File: src/rtl/bypass_pkg.sv
package bypass_pkg;
  typedef enum logic [1:0] {
    SEL_REGFILE = 2'b00,
    SEL_WB      = 2'b01,
    SEL_MEM     = 2'b10
  } bypass_sel_e;
endpackage

File: src/rtl/bypass_src_sel.sv
module bypass_src_sel
  import bypass_pkg::*;
#(
  parameter int REG_AW = 5
) (
  input  logic [REG_AW-1:0] src,
  input  logic [REG_AW-1:0] mem_dst,
  input  logic              mem_wen,
  input  logic [REG_AW-1:0] wb_dst,
  input  logic              wb_wen,
  output bypass_sel_e       sel
);
  localparam logic [REG_AW-1:0] ZERO_REG = '0;

  logic hit_mem, hit_wb;

  // A producer qualifies only if it writes and does not target register 0.
  assign hit_mem = mem_wen && (mem_dst != ZERO_REG) && (mem_dst == src);
  assign hit_wb  = wb_wen  && (wb_dst  != ZERO_REG) && (wb_dst  == src);

  always_comb begin
    if (hit_mem)     sel = SEL_MEM;
    else if (hit_wb) sel = SEL_WB;
    else             sel = SEL_REGFILE;
  end

  always_comb begin
    assert_sel_legal_R3: assert (sel != 2'b11);
    assert_zero_src_R4: assert (!(src == ZERO_REG) || sel == SEL_REGFILE);
    assert_wb_origin_R2: assert (!(sel == SEL_WB) || (wb_wen && wb_dst == src && !(mem_wen && mem_dst == src)));
    assert_mem_origin_R5: assert (!(sel == SEL_MEM) || mem_wen);
  end
endmodule

File: src/rtl/load_use_detect.sv
module load_use_detect #(
  parameter int REG_AW = 5,
  parameter int NUM_SRC = 2
) (
  input  logic [NUM_SRC-1:0][REG_AW-1:0] dec_src,
  input  logic [REG_AW-1:0]              dx_dst,
  input  logic                           dx_is_load,
  output logic                           stall_req
);
  logic [NUM_SRC-1:0] src_hit;

  for (genvar i = 0; i < NUM_SRC; i++) begin : g_cmp
    assign src_hit[i] = (dec_src[i] == dx_dst);
  end

  assign stall_req = dx_is_load && (|src_hit);

  always_comb begin
    assert_stall_needs_load_R9: assert (!stall_req || dx_is_load);
    assert_stall_on_match_R8: assert (!(dx_is_load && dec_src[0] == dx_dst) || stall_req);
  end
endmodule

File: src/rtl/hazard_bypass_unit.sv
module hazard_bypass_unit
  import bypass_pkg::*;
#(
  parameter int REG_AW = 5
) (
  input  logic [REG_AW-1:0] ex_src_a,
  input  logic [REG_AW-1:0] ex_src_b,
  input  logic [REG_AW-1:0] mem_dst,
  input  logic              mem_wen,
  input  logic [REG_AW-1:0] wb_dst,
  input  logic              wb_wen,
  input  logic [REG_AW-1:0] dx_dst,
  input  logic              dx_is_load,
  input  logic [REG_AW-1:0] dec_src_a,
  input  logic [REG_AW-1:0] dec_src_b,
  output logic [1:0]        fwd_sel_a,
  output logic [1:0]        fwd_sel_b,
  output logic              stall_req
);
  localparam int NUM_SRC = 2;

  logic [NUM_SRC-1:0][REG_AW-1:0] ex_src;
  logic [NUM_SRC-1:0][REG_AW-1:0] dec_src;
  bypass_sel_e                    sel [NUM_SRC];

  assign ex_src  = {ex_src_b, ex_src_a};
  assign dec_src = {dec_src_b, dec_src_a};

  for (genvar i = 0; i < NUM_SRC; i++) begin : g_operand
    bypass_src_sel #(.REG_AW(REG_AW)) u_sel (
      .src     (ex_src[i]),
      .mem_dst (mem_dst),
      .mem_wen (mem_wen),
      .wb_dst  (wb_dst),
      .wb_wen  (wb_wen),
      .sel     (sel[i])
    );
  end

  load_use_detect #(.REG_AW(REG_AW), .NUM_SRC(NUM_SRC)) u_lud (
    .dec_src    (dec_src),
    .dx_dst     (dx_dst),
    .dx_is_load (dx_is_load),
    .stall_req  (stall_req)
  );

  assign fwd_sel_a = sel[0];
  assign fwd_sel_b = sel[1];

  always_comb begin
    assert_same_src_same_sel_R7: assert (!(ex_src_a == ex_src_b) || fwd_sel_a == fwd_sel_b);
  end
endmodule

File: config.mk
export PLATFORM = sky130hd
export DESIGN_NAME = hazard_bypass_unit
export DESIGN_NICKNAME = d
export VERILOG_FILES = /design/src/rtl/bypass_pkg.sv /design/src/rtl/bypass_src_sel.sv /design/src/rtl/load_use_detect.sv /design/src/rtl/hazard_bypass_unit.sv
export SDC_FILE = /design/constraint.sdc
export NUM_CORES = 1
export LEC_CHECK = 0
export ABC_AREA = 1
export ABC_CLOCK_PERIOD_IN_PS = 2400
export CAP_MARGIN = 40
export CORE_AREA = 2 2 44 46
export DETAILED_ROUTE_END_ITERATION = 8
export DIE_AREA = 0 0 46 48
export PLACE_DENSITY = 0.86
export SLEW_MARGIN = 20
export SYNTH_ARGS = -nofsm -noshare
export SYNTH_HDL_FRONTEND = slang
export SYNTH_SLANG_ARGS = --single-unit
File: constraint.sdc
create_clock -name vclk -period 2.4
set_input_delay 0.72 -clock vclk [all_inputs]
set_output_delay 0.72 -clock vclk [all_outputs]
set_load 0.02 [all_outputs]
Yosys cells after proc, flatten, opt, wreduce, memory -nomap -nowiden --
Cells that the tools add are included.
Storage, ports and cells: output and inout port bits 5, logic and storage cells 20, bits of input ports 38, flip-flop bits (word level) 0
Operators by class: reduce and logical (&&, ||, !) cells 10, mux-type cells 4, equality and inequality tests 6
Operators with widths (number):
- 5-bit == test | 6
- 5-bit nonzero test | 2
- 1-bit logical AND | 7
- 2-bit 2-to-1 mux | 2
- 1-bit 2-to-1 mux | 2
- 2-bit OR reduction | 1

Logic depth before layout (Yosys ltp) --
word-level depth 5, depth in mapped cells 7, depth with buffers taken out 7

Hierarchy --
From an unflattened synthesis, not the netlist that was laid out.
Second synthesis, totals: cells, all modules 146, area total of the unflattened synthesis 630.6 um^2
Modules (own cells, without submodules):
- bypass_src_sel | cells each 51, sequential area each 0.0 um^2, instances 2, area each 221.5 um^2
- load_use_detect | cells each 44, sequential area each 0.0 um^2, instances 1, area each 187.7 um^2

Worst setup path before layout --
Ideal clock, no wire load.
kind in2out, start input mem_dst[4], end output fwd_sel_a[0], path buffers 0, required time 1.680 ns, slack 0.311 ns, arrival time 1.369 ns, stages 4, cell sequence nand3b_1 o21ai_2 nor2_2 nor2_1
Between the ends: longest elaborated chain between the ends 4, elaborated cells on any way between the ends 5, classes of those cells eq/ne: 1; mux: 1; reduce/logical: 3
Ends and longest elaborated chain:
- start, declared | line hazard_bypass_unit.sv:8 | input logic [REG_AW-1:0] mem_dst,
- 5-bit nonzero test | line bypass_src_sel.sv:18 | assign hit_mem = mem_wen && (mem_dst != ZERO_REG) && (mem_dst == src);
- 1-bit logical AND | line bypass_src_sel.sv:18
- 1-bit logical AND * | line bypass_src_sel.sv:18
- via g_operand[0].u_sel.hit_mem | line bypass_src_sel.sv:15 | logic hit_mem, hit_wb;
- 2-bit 2-to-1 mux * | line bypass_src_sel.sv:22 | if (hit_mem) sel = SEL_MEM;
- end, declared | line hazard_bypass_unit.sv:16 | output logic [1:0] fwd_sel_a,
The timed path passes the listed nets; every way through them passes the cells marked *.

Final worst setup path --
start input wb_dst[3], end output fwd_sel_b[0]
Between the ends: longest elaborated chain between the ends 5, elaborated cells on any way between the ends 6, classes of those cells eq/ne: 1; mux: 2; reduce/logical: 3
Ends and longest elaborated chain:
- start, declared | line hazard_bypass_unit.sv:10 | input logic [REG_AW-1:0] wb_dst,
- 5-bit nonzero test | line bypass_src_sel.sv:19 | assign hit_wb = wb_wen && (wb_dst != ZERO_REG) && (wb_dst == src);
- 1-bit logical AND | line bypass_src_sel.sv:19
- 1-bit logical AND * | line bypass_src_sel.sv:19
- 1-bit 2-to-1 mux * | line bypass_src_sel.sv:23 | else if (hit_wb) sel = SEL_WB;
- 2-bit 2-to-1 mux * | line bypass_src_sel.sv:22
- end, declared | line hazard_bypass_unit.sv:17 | output logic [1:0] fwd_sel_b,
Mark *: on every way between the ends. The rest lies on a longest branch, timed or not.

==> summary.log <==
INFO  run_status     run_status=finished clean
INFO  yosys          syn_area=573squm
INFO  global_routing grt_antenna_before_repair=0
INFO  timing         slew_headroom=88.1%
INFO  die            die_width=46microns
INFO  yosys          yosys_warnings=0
INFO  layout         final.clkbuf_count=0
INFO  timing         drv_slew=0
INFO  layout         area_growth=63.8%
INFO  yosys          synthMostInstantiatedCell=sky130_fd_sc_hd__nand2_1
INFO  layout         seqCellArea=0squm
INFO  setup_path     critical_path.startpoint_type=input pin
INFO  timing         finalHoldViolCount=0
INFO  power          pwr_per_cell_area=148nW/um^2
INFO  global_routing grt_first_pass_wirelength=2770microns
INFO  timing         final_critical_path_share_of_the_clock_period=98.2%
INFO  yosys          synth_largest_type_area_fraction=38.6%
INFO  die            design.core.area=1690squm
INFO  global_routing groute.usage.overall=16.7%
INFO  route          detail_route.wl_per_cell=9.24microns
INFO  setup_path     cp.required=1.68ns
INFO  route          maxUsedRoutingLayer=met4
INFO  route          drc=0
INFO  die            floorplan.rows=15
INFO  global_routing grt_remaining_overflow=0
INFO  yosys          synth_top_area_cell=sky130_fd_sc_hd__nand2_1
INFO  global_routing grt_max_degree=5
INFO  layout         final_core_util=55.6%
INFO  route          met2_length=1030microns
INFO  placed_design  weighted_congestion_at_the_end_of_routability_driven_global_placement=0.879
INFO  yosys          synth_seq_area_share=0%
INFO  yosys          synthDistinctLibCells=13
INFO  clocking       number_of_buffers_inserted_for_hold_repair_after_clock_tree_synthesis=0
INFO  hold_path      worst_hold_path_type=in2out
INFO  timing         rsz0062_at_grt=no
INFO  die            die_area=2210squm
INFO  route          vias_per_std_cell=4.54
INFO  die            die_height=48microns
INFO  layout         final_cell_area=938squm
INFO  die            design.portCount=43
INFO  route          route.layer.met1.wl=564microns
INFO  layout         nets=213
INFO  timing         period_minus_slack=2.36ns
INFO  timing         postLayoutSetupSlackWorst=0.0442ns
INFO  global_routing first_global_vias=830
INFO  setup_path     path_max_fanout=3
INFO  die            initial_utilization=33.9%
INFO  route          route.vias.total=862
INFO  timing         setup-violations-final=0
INFO  clocking       cts_post_setup_buffers_inserted=0
INFO  layout         n_antenna_cell=0
INFO  placed_design  dp_area=1020squm
INFO  route          route.met3.wl=149microns
INFO  yosys          synth.top_cells.by_count=sky130_fd_sc_hd__nand2_1, sky130_fd_sc_hd__inv_1, sky130_fd_sc_hd__nor2_1, sky130_fd_sc_hd__nand3_1, sky130_fd_sc_hd__inv_2
INFO  placed_design  post-place-ws=-0.699ns
INFO  job            number_of_max_capacitance_violations_reported=0
INFO  setup_path     worst-endpoint-arrival=1.64ns
INFO  timing         worstMarginPinSlew=0.177ns
INFO  yosys          synthesis.nets=168
INFO  power          power.leakage=0.631nW
INFO  setup_path     timing.setup.critical_path_class=in2out
INFO  placed_design  port-buffer-count=43
INFO  layout         final_layout_size_suffix_gt1_share=20.2%
INFO  setup_path     setup.worst_path.end_class=output pin
INFO  route          dr.first_iter.drc_count=15
INFO  route          detail_route.first_pass.iterations=4
INFO  layout         num-fill-cells=197
INFO  route          drt_wl_total=1760microns
INFO  route          drt.antenna.violating_nets=0
INFO  yosys          avgSynthCellArea=4.41squm
INFO  yosys          synth.area.top_cells=sky130_fd_sc_hd__nand2_1, sky130_fd_sc_hd__inv_1, sky130_fd_sc_hd__nor2_1
INFO  power          irDropWorstVdd=59.9uV
INFO  placed_design  detailedPlacementHpwl=1600microns
INFO  timing         clock.fmax=424MHz
INFO  layout         n_sequential_cell=0
INFO  yosys          postSynthCellCount=130
==> per-layer routing <==
metal	vias to the layer above	GRT usage, %
met5	-	0
li1	464	-
met4	0	2.86
met3	2	2.64
met1	360	13.4
met2	36	39.7
==> cell usage in the layout, fill, tap and decap left out <==
cell type,count
sky130_fd_sc_hd__nand4_1,1
sky130_fd_sc_hd__o21ai_2,1
sky130_fd_sc_hd__nor2_1,15
sky130_fd_sc_hd__nor2_2,3
sky130_fd_sc_hd__clkdlybuf4s15_1,3
sky130_fd_sc_hd__xnor2_1,3
sky130_fd_sc_hd__clkdlybuf4s50_1,2
sky130_fd_sc_hd__buf_2,2
sky130_fd_sc_hd__inv_1,22
sky130_fd_sc_hd__dlymetal6s2s_1,1
sky130_fd_sc_hd__nand3b_1,1
sky130_fd_sc_hd__a21oi_2,1
sky130_fd_sc_hd__inv_2,7
sky130_fd_sc_hd__clkbuf_2,14
sky130_fd_sc_hd__buf_4,5
sky130_fd_sc_hd__xor2_1,5
sky130_fd_sc_hd__dlygate4sd2_1,18
sky130_fd_sc_hd__xnor2_2,2
sky130_fd_sc_hd__nand3_1,8
sky130_fd_sc_hd__nand2_1,59
==> logic make-up (layout without fill, tap and decap cells) <==
family | after synthesis | in the layout | synth area share (%)
AO/OA/AOI/OAI | 2 | 2 | 2.40
XOR/XNOR | 10 | 10 | 15.3
buffers and inverters | 31 | 74 | 21.6
AND/OR/NAND/NOR | 87 | 87 | 60.7
==> timing repair <==
action | CTS | global route
cloned | 0 | 0
pin swaps | 12 | 12
resized for setup | 57 | 38
endpoints found under the setup margin | 5 | 5
==> power by group <==
group / internal [mW] / total (mW) / switching [mW]
clock: 0 / 0 / 0
combinational: 0.0684 / 0.138 / 0.0701
sequential: 0 / 0 / 0
total: 0.0684 / 0.138 / 0.0701
==> per-stage QoR <==
stage               setup TNS (ns)  instances  power (mW)  hold WS (ns)
detailed placement           -3.29        190       0.159          2.43
global route                     0        190       0.156          1.92
finish                           0        190       0.138          1.89
global placement             -3.18        190       0.155          2.44
floorplan                        0        130      0.0663          1.56
CTS                       -0.00362        190       0.137          1.98
==> critical path, stage by stage <==
cell and delay [ns]:
sky130_fd_sc_hd__dlygate4sd2_1 0.28, sky130_fd_sc_hd__nor2_1 0.07, sky130_fd_sc_hd__nand3_1 0.08, sky130_fd_sc_hd__nand2_1 0.07
sky130_fd_sc_hd__nor2_1 0.10, sky130_fd_sc_hd__nand2_1 0.07, sky130_fd_sc_hd__nor2_1 0.09, sky130_fd_sc_hd__buf_4 0.15
==> cell type report <==
type	instances	area (sq um)	share of cell area [%]
Multi-Input combinational cell	99	470	50.1
Tap cell	17	21.3	2.27
Inverter	29	109	11.6
Timing Repair Buffer	45	338	36.0
==> worst paths after layout <==
check | startpoint | endpoint | slack (ns) | depth (start not counted)
min | ex_src_b[4] | fwd_sel_b[1] | 1.89 | 5
max | wb_dst[3] | fwd_sel_b[0] | 0.04 | 8
No activity file was read; power rests on OpenSTA's default activity.
